===== src/rtl/intc_pkg.sv =====
package intc_pkg;
    localparam int CHAIN_LEN = 15;
    localparam int IRL_W     = 4;

    typedef enum logic {
        IRQ_IDLE   = 1'b0,
        IRQ_ACTIVE = 1'b1
    } irq_state_t;
endpackage


===== src/rtl/intc_src_slot.sv =====
module intc_src_slot #(
    parameter int CW       = 2,
    parameter int MAXV     = 2,
    parameter bit IS_CHAIN = 1'b0,
    parameter bit RESERVED = 1'b0
) (
    input  logic clk,
    input  logic rst_n,
    input  logic lvl_i,
    input  logic inc_i,
    input  logic dec_i,
    input  logic irl_upd_i,
    input  logic irl_sel_i,
    output logic asrt_o,
    output logic pend_o
);
    localparam logic [CW-1:0] TOP = CW'(MAXV);

    logic          asrt_q, asrt_d;
    logic [CW-1:0] cnt_q, cnt_d;

    // assert state: local sources follow their level, chain entries follow IRL updates
    always_comb begin
        if (IS_CHAIN) begin
            asrt_d = irl_upd_i ? irl_sel_i : asrt_q;
        end else begin
            asrt_d = lvl_i;
        end
    end

    // saturating enable counter
    always_comb begin
        cnt_d = cnt_q;
        if (IS_CHAIN && irl_upd_i && irl_sel_i) begin
            cnt_d = TOP;
        end else if (!RESERVED) begin
            if (inc_i && (cnt_q != TOP)) begin
                cnt_d = cnt_q + 1'b1;
            end else if (dec_i && (cnt_q != '0)) begin
                cnt_d = cnt_q - 1'b1;
            end
        end
    end

    always_ff @(posedge clk) begin
        if (!rst_n) begin
            asrt_q <= 1'b0;
            cnt_q  <= '0;
        end else begin
            asrt_q <= asrt_d;
            cnt_q  <= cnt_d;
        end
    end

    assign asrt_o = asrt_q;
    assign pend_o = asrt_q && (cnt_q == TOP);
endmodule


===== src/rtl/intc_irl_decode.sv =====
module intc_irl_decode
    import intc_pkg::*;
(
    input  logic                 clk,
    input  logic                 rst_n,
    input  logic [IRL_W-1:0]     irl_lvl_i,
    output logic                 upd_o,
    output logic [CHAIN_LEN-1:0] sel_o
);
    logic [IRL_W-1:0] prev_q;
    logic [IRL_W-1:0] slot;

    always_ff @(posedge clk) begin
        if (!rst_n) begin
            prev_q <= '0;
        end else begin
            prev_q <= irl_lvl_i;
        end
    end

    assign slot  = irl_lvl_i ^ 4'hF;
    assign upd_o = (irl_lvl_i != prev_q);

    for (genvar k = 0; k < CHAIN_LEN; k++) begin : g_sel
        assign sel_o[k] = (slot == IRL_W'(k));
    end
endmodule


===== src/rtl/intc_pend_tracker.sv =====
module intc_pend_tracker
    import intc_pkg::*;
#(
    parameter int NSRC = 20,
    parameter int PW   = 5
) (
    input  logic            clk,
    input  logic            rst_n,
    input  logic [NSRC-1:0] pend_i,
    output logic [NSRC-1:0] pend_q_o,
    output logic [PW-1:0]   pend_cnt_o,
    output logic            irq_o
);
    logic [NSRC-1:0] pend_q;
    logic [PW-1:0]   cnt_q, cnt_d;
    irq_state_t      state_q, state_d;
    int              rises, falls;

    always_comb begin
        rises = 0;
        falls = 0;
        for (int i = 0; i < NSRC; i++) begin
            if (pend_i[i] && !pend_q[i]) rises = rises + 1;
            if (!pend_i[i] && pend_q[i]) falls = falls + 1;
        end
        cnt_d = PW'(int'(cnt_q) + rises - falls);
    end

    // next state: RAISE and DROP
    always_comb begin
        state_d = state_q;
        unique case (state_q)
            IRQ_IDLE:   if (cnt_d != '0) state_d = IRQ_ACTIVE;
            IRQ_ACTIVE: if (cnt_d == '0) state_d = IRQ_IDLE;
            default:    state_d = IRQ_IDLE;
        endcase
    end

    // state register
    always_ff @(posedge clk) begin
        if (!rst_n) begin
            state_q <= IRQ_IDLE;
            cnt_q   <= '0;
            pend_q  <= '0;
        end else begin
            state_q <= state_d;
            cnt_q   <= cnt_d;
            pend_q  <= pend_i;
        end
    end

    // outputs
    always_comb begin
        unique case (state_q)
            IRQ_ACTIVE: irq_o = 1'b1;
            default:    irq_o = 1'b0;
        endcase
    end

    assign pend_q_o   = pend_q;
    assign pend_cnt_o = cnt_q;
endmodule


===== src/rtl/intc_vec_finder.sv =====
module intc_vec_finder
    import intc_pkg::*;
#(
    parameter int NSRC     = 20,
    parameter int VEC_W    = 12,
    parameter int VEC_BASE = 'h200,
    parameter int VEC_STEP = 'h20
) (
    input  logic             clk,
    input  logic             rst_n,
    input  logic [NSRC-1:0]  pend_i,
    input  logic             req_i,
    input  logic [IRL_W-1:0] imask_i,
    output logic             ack_o,
    output logic             hit_o,
    output logic [VEC_W-1:0] vec_o
);
    logic             found;
    int               idx;
    logic [VEC_W-1:0] vcalc;

    // lowest-index pending source
    always_comb begin
        found = 1'b0;
        idx   = 0;
        for (int i = NSRC - 1; i >= 0; i--) begin
            if (pend_i[i]) begin
                found = 1'b1;
                idx   = i;
            end
        end
        vcalc = VEC_W'(VEC_BASE + idx * VEC_STEP);
    end

    always_ff @(posedge clk) begin
        if (!rst_n) begin
            ack_o <= 1'b0;
            hit_o <= 1'b0;
            vec_o <= '0;
        end else begin
            ack_o <= req_i;
            if (req_i && found && (imask_i != 4'hF)) begin
                hit_o <= 1'b1;
                vec_o <= vcalc;
            end else begin
                hit_o <= 1'b0;
                vec_o <= '0;
            end
        end
    end
endmodule


===== src/rtl/intc_agg_core.sv =====
module intc_agg_core
    import intc_pkg::*;
#(
    parameter int NSRC      = 20,
    parameter int IRL_BASE  = 5,
    parameter int LOCAL_MAX = 2,
    parameter int CHAIN_MAX = 1,
    parameter int VEC_W     = 12,
    parameter int VEC_BASE  = 'h200,
    parameter int VEC_STEP  = 'h20,
    localparam int IW       = $clog2(NSRC),
    localparam int PW       = $clog2(NSRC + 1),
    localparam int CW       = $clog2(((LOCAL_MAX > CHAIN_MAX) ? LOCAL_MAX : CHAIN_MAX) + 1)
) (
    input  logic             clk,
    input  logic             rst_n,
    input  logic [NSRC-1:0]  src_lvl,
    input  logic             msk_we,
    input  logic [IW-1:0]    msk_idx,
    input  logic             msk_set,
    input  logic [IRL_W-1:0] irl_lvl,
    input  logic             vec_req,
    input  logic [IRL_W-1:0] cpu_imask,
    output logic             cpu_irq,
    output logic             vec_ack,
    output logic             vec_hit,
    output logic [VEC_W-1:0] vec_out
);
    logic                 irl_upd;
    logic [CHAIN_LEN-1:0] irl_sel;
    logic [NSRC-1:0]      asrt, pend_now, pend_q;
    logic [CHAIN_LEN-1:0] chain_asrt;
    logic [PW-1:0]        pend_cnt;

    intc_irl_decode u_irl (
        .clk       (clk),
        .rst_n     (rst_n),
        .irl_lvl_i (irl_lvl),
        .upd_o     (irl_upd),
        .sel_o     (irl_sel)
    );

    for (genvar g = 0; g < NSRC; g++) begin : g_src
        localparam bit IN_CHAIN = (g >= IRL_BASE) && (g < IRL_BASE + CHAIN_LEN);
        logic inc, dec, sel;
        assign inc = msk_we &&  msk_set && (msk_idx == IW'(g));
        assign dec = msk_we && !msk_set && (msk_idx == IW'(g));
        if (IN_CHAIN) begin : g_chain
            assign sel = irl_sel[g - IRL_BASE];
            assign chain_asrt[g - IRL_BASE] = asrt[g];
        end else begin : g_local
            assign sel = 1'b0;
        end
        intc_src_slot #(
            .CW       (CW),
            .MAXV     (IN_CHAIN ? CHAIN_MAX : LOCAL_MAX),
            .IS_CHAIN (IN_CHAIN),
            .RESERVED (g == 0)
        ) u_slot (
            .clk       (clk),
            .rst_n     (rst_n),
            .lvl_i     (src_lvl[g]),
            .inc_i     (inc),
            .dec_i     (dec),
            .irl_upd_i (irl_upd),
            .irl_sel_i (sel),
            .asrt_o    (asrt[g]),
            .pend_o    (pend_now[g])
        );
    end

    intc_pend_tracker #(.NSRC(NSRC), .PW(PW)) u_trk (
        .clk        (clk),
        .rst_n      (rst_n),
        .pend_i     (pend_now),
        .pend_q_o   (pend_q),
        .pend_cnt_o (pend_cnt),
        .irq_o      (cpu_irq)
    );

    intc_vec_finder #(
        .NSRC     (NSRC),
        .VEC_W    (VEC_W),
        .VEC_BASE (VEC_BASE),
        .VEC_STEP (VEC_STEP)
    ) u_vec (
        .clk     (clk),
        .rst_n   (rst_n),
        .pend_i  (pend_q),
        .req_i   (vec_req),
        .imask_i (cpu_imask),
        .ack_o   (vec_ack),
        .hit_o   (vec_hit),
        .vec_o   (vec_out)
    );
endmodule


===== config.mk =====
export PLATFORM = sky130hd
export DESIGN_NAME = intc_agg_core
export DESIGN_NICKNAME = d
export VERILOG_FILES = /design/src/rtl/intc_pkg.sv /design/src/rtl/intc_src_slot.sv /design/src/rtl/intc_irl_decode.sv /design/src/rtl/intc_pend_tracker.sv /design/src/rtl/intc_vec_finder.sv /design/src/rtl/intc_agg_core.sv
export SDC_FILE = /design/constraint.sdc
export NUM_CORES = 1
export LEC_CHECK = 0
export BUFFER_PORTS_ARGS = -buffer_cell sky130_fd_sc_hd__buf_4
export CAP_MARGIN = 25
export CORE_UTILIZATION = 40
export CTS_BUF_LIST = sky130_fd_sc_hd__clkbuf_16
export DETAILED_ROUTE_END_ITERATION = 6
export GPL_TIMING_DRIVEN = 0
export PLACE_DENSITY = 0.66
export SYNTH_ARGS = -nofsm -noshare
export SYNTH_HDL_FRONTEND = slang
export SYNTH_SLANG_ARGS = --single-unit
export TNS_END_PERCENT = 100

===== constraint.sdc =====
create_clock -name clk -period 34.3 [get_ports clk]
set_clock_uncertainty 0.2 [all_clocks]
set_input_delay 3.43 -clock clk [delete_from_list [all_inputs] [get_ports clk]]
set_output_delay 3.43 -clock clk [all_outputs]
set_load 0.01 [all_outputs]

Word level (Yosys, flattened, before mapping)

Index checks and enable logic that the tools add are counted.

Muxes and demuxes: 134
Reductions and logical operators: 263
$add $sub $neg: 77
Bitwise operators: 3
Eq/ne operators: 73

Operators by type and width:

| kind                                                                     | number |
|---|---|
| 5-bit 2-to-1 mux                                                         | 53 |
| 5-bit by 2-bit adder with 5-bit output (second input constant)           | 32 |
| 1-bit logical AND                                                        | 152 |
| 2-bit 2-to-1 mux                                                         | 40 |
| 2-bit nonzero test                                                       | 38 |
| 3-bit nonzero test                                                       | 15 |
| 5-bit by 4-bit equality test with 1-bit output (second input constant)   | 8 |
| 1-bit 2-to-1 mux                                                         | 40 |
| 1-bit zero test                                                          | 39 |
| 2-bit by 1-bit adder with 2-bit output (second input constant)           | 19 |
| 2-bit by 1-bit subtractor with 2-bit output (second input constant)      | 19 |
| 2-bit by 1-bit equality test with 1-bit output (second input constant)   | 15 |
| 2-bit by 1-bit inequality test with 1-bit output (second input constant) | 15 |
| 2-bit OR reduction                                                       | 15 |
| 4-bit equality test (second input constant)                              | 7 |
| 5-bit by 3-bit equality test with 1-bit output (second input constant)   | 4 |
| 5-bit equality test (second input constant)                              | 4 |
| 4-bit by 3-bit equality test with 1-bit output (second input constant)   | 4 |
| 10-bit by 10-bit adder with 11-bit output (first input constant)         | 1 |
| 5-bit by 2-bit equality test with 1-bit output (second input constant)   | 2 |
| 2-bit equality test (second input constant)                              | 4 |
| 4-bit by 2-bit equality test with 1-bit output (second input constant)   | 2 |
| 2-bit inequality test (second input constant)                            | 4 |
| 2-bit by 1-bit adder with 3-bit output (second input constant)           | 2 |
| other kinds (14)                                                         | 16 |

Word-level logic and storage cells: 610
Input port bits: 38
Register bits after elaboration: 100
Output and inout bits: 15

Depth between registers and ports, before layout

Gate-level depths: netlist of the first run.

Depth in word-level cells: 45
Mapped depth: 68
Depth with buffers taken out: 67

Cells and area by module

Synthesis of the first run repeated with hierarchy kept, for this count alone.

Cells, all modules: 1,224
Area, all modules: 10,037.1 um2

Modules (own cells, without submodules):

| module                               | seq. area each (um2) | instances | area each (um2) | cells each |
|---|---|---|---|---|
| intc_pend_tracker                    | 520.5                | 1         | 5,471.5         | 672 |
| intc_src_slot (g_src[10].u_slot ...) | 60.1                 | 15        | 185.2           | 22 |
| intc_src_slot (g_src[1].u_slot ...)  | 60.1                 | 4         | 135.1           | 13 |
| intc_vec_finder                      | 160.2                | 1         | 488.0           | 63 |
| intc_agg_core                        | 0.0                  | 1         | 367.9           | 65 |
| intc_irl_decode                      | 80.1                 | 1         | 354.1           | 38 |
| intc_src_slot (g_src[0].u_slot)      | 20.0                 | 1         | 37.5            | 4 |

Worst setup path after synthesis of the first run

No wires, ideal clock.

Path type: flip-flop to flip-flop
From: register g_src[1].u_slot.cnt_q[0]
To: register u_trk.state_q
Data arrival time: 11.659 ns
Library setup time: 0.070 ns
Data required time: 34.030 ns
Cell stages (with the launch flop): 65
Setup slack: 22.371 ns
Period minus slack after synthesis: 11.929 ns
Path through: dfxtp_1 > nand3b_1 > and2_1 > ha_1 > nand2b_1 > o211a_1 > buf_6 > nor3_1 > o31ai_1 > ha_1 > nor2_1 > or3_1 > nand3_1 > o21ai_0 > ha_1 > xnor2_1 > o21ai_0 > or3_1 > (+29 left out) > ha_1 > nand2_1 > o21ai_0 > fa_1 > inv_1 > fa_1 > a21o_1 > a21oi_1 > xnor2_1 > xnor2_1 > xnor2_1 > xnor2_1 > xnor3_1 > xnor2_1 > xnor2_1 > xnor2_1 > xnor3_1 > a21oi_1

Word-level cells in the longest chain between the ends: 45
Elaborated cells between the ends (all ways): 86
Those cells by class: 38 x add/sub; 1 x eq/ne; 41 x mux; 6 x reduce/logical

RTL lines:

| what                                                                              | RTL line                                         | text |
|---|---|---|
| start: declaration                                                                | intc_src_slot.sv:20                              | `logic [CW-1:0] cnt_q, cnt_d;` |
| start signal: assignment                                                          | intc_src_slot.sv:51                              | `cnt_q <= cnt_d;` |
| 2-bit equality test *                                                             | intc_src_slot.sv:56                              | `assign pend_o = asrt_q && (cnt_q == TOP);` |
| 1-bit logical AND *                                                               | intc_src_slot.sv:56                              |  |
| 1-bit logical AND / 1-bit zero test (equally long branches)                       | intc_pend_tracker.sv:23, intc_pend_tracker.sv:24 |  |
| 1-bit 2-to-1 mux / 1-bit logical AND (equally long branches)                      | intc_pend_tracker.sv:23, intc_pend_tracker.sv:24 |  |
| 1-bit by 1-bit adder with 2-bit output / 1-bit 2-to-1 mux (equally long branches) | intc_pend_tracker.sv:23, intc_pend_tracker.sv:24 |  |
| 2-bit 2-to-1 mux / 1-bit by 1-bit adder with 2-bit output (equally long branches) | intc_pend_tracker.sv:23, intc_pend_tracker.sv:24 |  |
| 2-bit by 1-bit adder with 3-bit output / 2-bit 2-to-1 mux (equally long branches) | intc_pend_tracker.sv:23, intc_pend_tracker.sv:24 |  |
| 5-bit 2-to-1 mux / 2-bit by 1-bit adder with 3-bit output (equally long branches) | intc_pend_tracker.sv:23, intc_pend_tracker.sv:24 |  |
| (+29 left out)                                                                    | n/a                                              |  |
| 5-bit 2-to-1 mux / 5-bit by 2-bit adder with 5-bit output (equally long branches) | intc_pend_tracker.sv:23, intc_pend_tracker.sv:24 |  |
| 5-bit by 2-bit adder with 5-bit output / 5-bit 2-to-1 mux (equally long branches) | intc_pend_tracker.sv:23, intc_pend_tracker.sv:24 |  |
| 5-bit 2-to-1 mux / 5-bit by 2-bit adder with 5-bit output (equally long branches) | intc_pend_tracker.sv:23, intc_pend_tracker.sv:24 |  |
| 5-bit adder / 5-bit 2-to-1 mux (equally long branches)                            | intc_pend_tracker.sv:26, intc_pend_tracker.sv:24 |  |
| 5-bit subtractor *                                                                | intc_pend_tracker.sv:26                          | `cnt_d = PW'(int'(cnt_q) + rises - falls);` |
| 5-bit zero test / 5-bit nonzero test (equally long branches)                      | intc_pend_tracker.sv:34, intc_pend_tracker.sv:33 |  |
| 1-bit 2-to-1 mux, on equally long branches                                        | intc_pend_tracker.sv:34, intc_pend_tracker.sv:33 |  |
| 1-bit one-hot mux with 2 select lines *                                           | intc_pend_tracker.sv:32                          | `unique case (state_q)` |
| end signal: assignment                                                            | intc_pend_tracker.sv:46                          | `state_q <= state_d;` |
| end: declaration                                                                  | intc_pend_tracker.sv:16                          | `irq_state_t state_q, state_d;` |

Every way passes the cells marked *; elsewhere a longest branch is shown, timed or not.
A chain may end at the register's enable or synchronous reset.

Final worst setup path of the first run

From: register g_src[1].u_slot.cnt_q[1]
To: register u_trk.state_q

The elaborated chain is that of the path after synthesis.

==> flow_summary.json, run 1 <==
{
  "outcome": "finished, final reports clean",
  "drv_slew": 0,
  "power_frac_clock_pct": 38.6,
  "num_rows": 57,
  "multi_input_area_sq_mm": 0.007619,
  "hold_path.class": "reg2reg",
  "path_class": "reg2reg",
  "drv_cap": 0,
  "grt_overflow_total": 0,
  "core_sq_mm": 0.02439,
  "post_cts_buffers": 0,
  "insertedDiodeCount": 0,
  "rsz0062_at_grt": "false",
  "post_synth.cell_area_avg_sq_um": 7.673,
  "cp_slowest_cell": "fa_1",
  "cts_hold_buf": 0,
  "wl_per_cell_microns": 14.24,
  "die-area_sq_mm": 0.02557,
  "wl_microns": 23810,
  "globalplace.congestion": 0.8777,
  "setup_viol": 0,
  "reg2reg_slack_ns": 20.82,
  "p_leak_nw": 4.368,
  "nNetsFinal": 1461,
  "yosys.area.top_type_share_pct": 18.87,
  "cts_tree": "yes",
  "combPwrFrac_pct": 21.9,
  "areaGrowthSynthToFinish_pct": 9.784,
  "h-tree-depth": 3,
  "grt_use_total_pct": 18.64,
  "fin_crit_sh_pct": 39.31,
  "drtIter0Drc": 470,
  "drcViolationCount": 0,
  "yosysSeqAreaShare_pct": 18.87,
  "firstDrtPassIters": 5,
  "internal-power_uw": 214.5,
  "cp_max_fo": 8,
  "fin_crit_ns": 13.48,
  "p_per_area_mw_per_mm2": 26.72,
  "cts_sinks": 94,
  "final_layout_size_suffix_gt1_share_pct": 9.199,
  "highest_layer": "met4",
  "grt_pass1_vias": 8249,
  "switching_power_uw": 78.15,
  "ys_ff_latch": 94,
  "numCtsBuffers": 9,
  "critPathArrivalTime_ns": 13.55,
  "switching_share_pct": 26.71,
  "routed-via-count": 8995,
  "nFillCells": 2510,
  "cp-end-kind": "flip-flop",
  "startpoint_type": "flip-flop",
  "setup_tns_ns": 0,
  "io_pins": 53,
  "root_buffer": "clkbuf_16",
  "clk_pin_slew_ns": 0.06,
  "grt_max_degree": 16,
  "synth_ff_type": "dfxtp_1",
  "ys_types": 97,
  "peakVddDrop_mv": 0.03106,
  "ys_warn_count": 0,
  "register_area_sq_mm": 0.001882,
  "worstMarginPinSlew_ns": 0.9382,
  "place_inst": 1657,
  "cts.path.max_buffers": 2,
  "cts_resized": 0,
  "grt_pass1_wl_microns": 39540,
  "port_buffers": 28,
  "async_flop_share_pct": 0,
  "syn_inst": 1300,
  "cp.required_ns": 34.37,
  "clock_latency_ns": 0.34,
  "start_util_pct": 40.89,
  "met2_length_microns": 11130,
  "die_w_microns": 159.9,
  "fmax_mhz": 74.17,
  "wl_met1_microns": 11610,
  "synth_area_leaders": "dfxtp_1, ha_1, xnor2_1",
  "dp_hpwl_microns": 19330,
  "met3_length_microns": 580,
  "die_h_microns": 159.9,
  "pwr-share-seq_pct": 39.6,
  "antenna_found_initial": 1,
  "ant_nets": 0,
  "hold_viol": 0,
  "viasPerCell": 5.380,
  "synth_edf_count": 0,
  "syn_area_sq_mm": 0.009975,
  "cpPeakStageDelay_ns": 0.50,
  "layout.cells.non_filler": 1672,
  "yosys.area.top_type": "dfxtp_1",
  "slew_headroom_pct": 36.88
}
[metal layers]
metal	track usage, %	vias up
met5	0	-
met4	5.844	0
met3	1.169	27
met2	31.52	143
met1	25.33	4190
li1	-	4635
[sequential cells by signal, indices dropped and copies added, names as in the netlist]
register and count:
g_src.u_slot.cnt_q 38, g_src.u_slot.asrt_o 19, u_trk.pend_cnt_o 5, u_trk.state_q 1
u_vec.hit_o 1, u_vec.vec_o 6, u_irl.prev_q 4, u_vec.ack_o 1
u_trk.pend_q_o 19
[layout by cell type (no fill, tap or decap), types with 35 or more instances in the layout]
cell	instances
o21ai_0	68
ha_1	75
xor2_1	49
nor2_1	139
a21oi_1	99
dfxtp_1	94
nor3_1	38
buf_4	35
inv_1	64
xnor2_1	91
nand2_1	142
nand3_1	45
[worst max-delay path: cells and delay by family, from the launching register on]
| kind | cells | cell delay (ns) |
|---|---|---|
| muxes | 1 | 0.29 |
| and+or+nand+nor | 20 | 3.47 |
| adders and majority gates | 10 | 3.20 |
| DFF | 1 | 0.40 |
| AOI/OAI and AO/OA | 17 | 2.58 |
| xor gates and xnor gates | 14 | 2.85 |
| buffers and inverters | 4 | 0.37 |
[cell usage after synthesis (5+ instances only)]
cell type	count
nor2b_1	7
dfxtp_1	94
inv_1	64
nand3_1	45
nand3b_1	14
nand4_1	14
or3_1	8
nand4b_1	5
and2_1	24
mux2_2	5
or4_1	5
a211oi_1	6
buf_4	7
mux2i_1	13
xnor3_1	5
a22oi_1	13
o22ai_1	9
xnor2_2	16
o21ai_0	68
xor2_1	49
ha_1	75
nand2_1	142
o21a_1	5
clkbuf_1	32
nor2_1	139
nor4_1	7
inv_2	5
buf_2	7
a31oi_1	13
nor3b_1	11
a21oi_1	99
o211ai_1	7
o31ai_1	7
xnor2_1	91
and3_1	24
and3b_1	11
a21o_1	9
nor3_1	38
nand2b_1	10
or2_2	5
[metrics by stage]
step	util, %	instance area [sq um]	setup WS [ns]	hold slack, ns	total power [mW]
after CTS	44.90	10950	20.76	0.2553	0.2963
final	44.90	10950	20.82	0.2560	0.2926
after floorplan	-	9993	22.37	0.2282	0.1655
after detailed placement	43.52	10620	20.81	0.2465	0.1836
after global routing	44.90	10950	19.87	0.2771	0.3058
after global placement	43.50	10610	20.99	0.2393	0.1822
[kinds of logic after synthesis]
kind of cell             count (synthesis)  share of synthesized area, %
adder cells (fa/ha/maj)                 80                         10.32
multiplexers                            20                         2.120
AO/OA/AOI/OAI                          286                         18.09
flip-flops                              94                         18.87
other                                    1                       0.03760
XOR/XNOR                               173                         18.99
AND/OR/NAND/NOR                        527                         26.57
buffers and inverters                  119                         5.005
[power by group through the flow]
stage / clock network [mW] / logic, mW / registers (mW)
floorplan: 0 / 0.0473 / 0.118
global placement: 0 / 0.0640 / 0.118
detailed placement: 0 / 0.0653 / 0.118
CTS: 0.115 / 0.0656 / 0.116
global route: 0.119 / 0.0704 / 0.116
finish: 0.113 / 0.0640 / 0.116
[path summary, 6_finish.rpt]
kind                                                from                 endpoint  cells after the start
worst max-delay path            g_src[1].u_slot.cnt_q[1]            u_trk.state_q                     66
worst min-delay path             g_src[17].u_slot.asrt_o  g_src[17].u_slot.asrt_o                      2
worst max register to register  g_src[1].u_slot.cnt_q[1]            u_trk.state_q                     66
worst min register to register   g_src[17].u_slot.asrt_o  g_src[17].u_slot.asrt_o                      2
[cell type report]
type | instances | share of cell area (%)
clock inverter | 6 | 1.005
timing repair buffer | 28 | 1.920
buffer | 49 | 2.137
sequential | 94 | 17.18
clock buffer | 9 | 2.057
multi-input combinational | 1092 | 69.57
tap | 324 | 3.702
inverter | 70 | 2.422
Note: power is estimated with default switching activity, not from simulation.
==> run 2: changes to the inputs <==
PLACE_DENSITY = 0.68   (was 0.66)
clock period = 12 ns   (was 34.3 ns; I/O delays follow)
==> flow_summary.json, run 2 (synthesized netlist as in run 1, its figures left out) <==
{
  "slew_headroom_pct": 32.97,
  "critPathArrivalTime_ns": 12.07,
  "h-tree-depth": 3,
  "die_h_microns": 159.9,
  "final_cell_mix": "nand2_1, nor2_1, buf_4",
  "cts.path.max_buffers": 2,
  "drcViolationCount": 0,
  "fin_crit_sh_pct": 99.93,
  "root_buffer": "clkbuf_16",
  "hold_end": "g_src[19].u_slot.asrt_o",
  "insertedDiodeCount": 0,
  "outcome": "finished, final reports clean",
  "io_pins": 53,
  "grt_use_total_pct": 19.55,
  "grt_overflow_total": 0,
  "port_buffers": 28,
  "clk_pin_slew_ns": 0.07,
  "core_sq_mm": 0.02439,
  "cts_tree": "yes",
  "globalplace.congestion": 0.8610,
  "post-place-ws_ns": -1.389,
  "reg2reg_to": "u_trk.state_q",
  "grt_pass1_vias": 8538,
  "antenna_found_initial": 0,
  "final_layout_size_suffix_gt1_share_pct": 22.12,
  "clock_latency_ns": 0.35,
  "cp_slowest_cell": "fa_1",
  "dp_hpwl_microns": 19340,
  "die-area_sq_mm": 0.02557,
  "drtIter0Drc": 484,
  "numCtsBuffers": 9,
  "met2_length_microns": 12880,
  "wl_microns": 26250,
  "nFillCells": 2290,
  "worstMarginPinSlew_ns": 0.9971,
  "cp_max_fo": 10,
  "r2r_start": "u_trk.pend_q_o[3]",
  "fmax_mhz": 83.39,
  "hold_path_depth": 2,
  "largest-register": "g_src.u_slot.cnt_q",
  "grt_max_degree": 18,
  "path_class": "reg2reg",
  "setup_viol": 0,
  "crit_start": "u_trk.pend_q_o[3]",
  "cts_sinks": 94,
  "cp.required_ns": 12.08,
  "highest_layer": "met4",
  "routed-via-count": 9480,
  "startpoint_type": "flip-flop",
  "drv_cap": 0,
  "met3_length_microns": 752,
  "nNetsFinal": 1536,
  "peakVddDrop_mv": 0.06601,
  "reg2reg_slack_ns": 0.009,
  "final_common_cell": "nand2_1",
  "hold_path.startpoint": "g_src[19].u_slot.asrt_o",
  "num_rows": 57,
  "reg2reg_depth": 64,
  "grt_pass1_wl_microns": 41320,
  "wl_met1_microns": 12170,
  "areaGrowthSynthToFinish_pct": 22.23,
  "start_util_pct": 40.89,
  "crit_path_frequent_cell": "xnor2_1",
  "wl_per_cell_microns": 15.01,
  "setup_slack_ns": 0.008566,
  "fin_crit_ns": 11.99,
  "cpPeakStageDelay_ns": 0.56,
  "die_w_microns": 159.9,
  "finalPower_uw": 819.0,
  "p_per_area_mw_per_mm2": 67.18,
  "hold_path.class": "reg2reg",
  "p_leak_nw": 4.856,
  "viasPerCell": 5.423,
  "drv_slew": 0,
  "hold_viol": 0,
  "cts_hold_buf": 0,
  "firstDrtPassIters": 5,
  "ant_nets": 0,
  "cp-end-kind": "flip-flop",
  "largest_reg_flops": 38,
  "rsz0062_at_grt": "true"
}
-- run 2: power breakdown --
part / internal, mW / switching [mW]
registers: 0.325 / 0.00623
clock network: 0.165 / 0.130
logic: 0.0889 / 0.104
total: 0.578 / 0.241
-- run 2: worst max-delay path by stage --
stage,end,slack [ns],cells after the start
after CTS,u_trk.state_q,0.002,64
final,u_trk.state_q,0.009,64
after detailed placement,u_trk.state_q,-1.39,66
after floorplan,u_trk.state_q,0.07,64
after global routing,u_trk.state_q,-0.72,65
after global placement,u_trk.state_q,-1.26,64
-- run 2: what timing repair did --
action                                 in CTS  in global routing
buffers inserted                           44                 33
setup endpoints to repair                   2                  2
pin swaps                                  47                 66
endpoints found under the hold margin       0                  0
resized for setup                          73                 83
-- run 2: cell type report --
cell class / count / area [sq um] / area share [%]
Multi-Input combinational cell: 1092 / 8300 / 68.08
Clock inverter: 7 / 77.57 / 0.6363
Timing Repair Buffer: 105 / 795.8 / 6.527
Inverter: 70 / 270.3 / 2.217
Buffer: 47 / 227.7 / 1.868
Tap cell: 324 / 405.4 / 3.325
Clock buffer: 9 / 225.2 / 1.847
Sequential cell: 94 / 1889 / 15.50
-- run 2: metrics by stage --
stage	cell area, sq um	instances	TNS [ns]	util (%)	hold slack, ns
6_report	12190	1748	0	49.98	0.2559
5_1_grt	12190	1748	-1.405	49.98	0.2700
4_1_cts	11570	1717	0	47.46	0.2578
3_5_place_dp	10620	1657	-2.733	43.52	0.2486
3_3_place_gp	10610	1657	-2.472	43.50	0.2425
2_1_floorplan	9993	1305	0	-	0.2282
-- run 2: per-layer routing --
layer  global-route usage [%]  vias up
met5                        0        -
met4                    5.108        0
li1                         -     4791
met3                    1.740       28
met1                    25.63     4486
met2                    34.28      175
-- run 2: critical path, delay by kind of cell, from the launching register on --
| family | cells | cell delay (ns) |
|---|---|---|
| AO/OA/AOI/OAI | 19 | 2.68 |
| AND/OR/NAND/NOR | 12 | 1.61 |
| buffers and inverters | 7 | 0.82 |
| adder cells (fa/ha/maj) | 9 | 2.96 |
| multiplexers | 1 | 0.27 |
| XOR/XNOR | 16 | 3.02 |
| flip-flops | 1 | 0.35 |
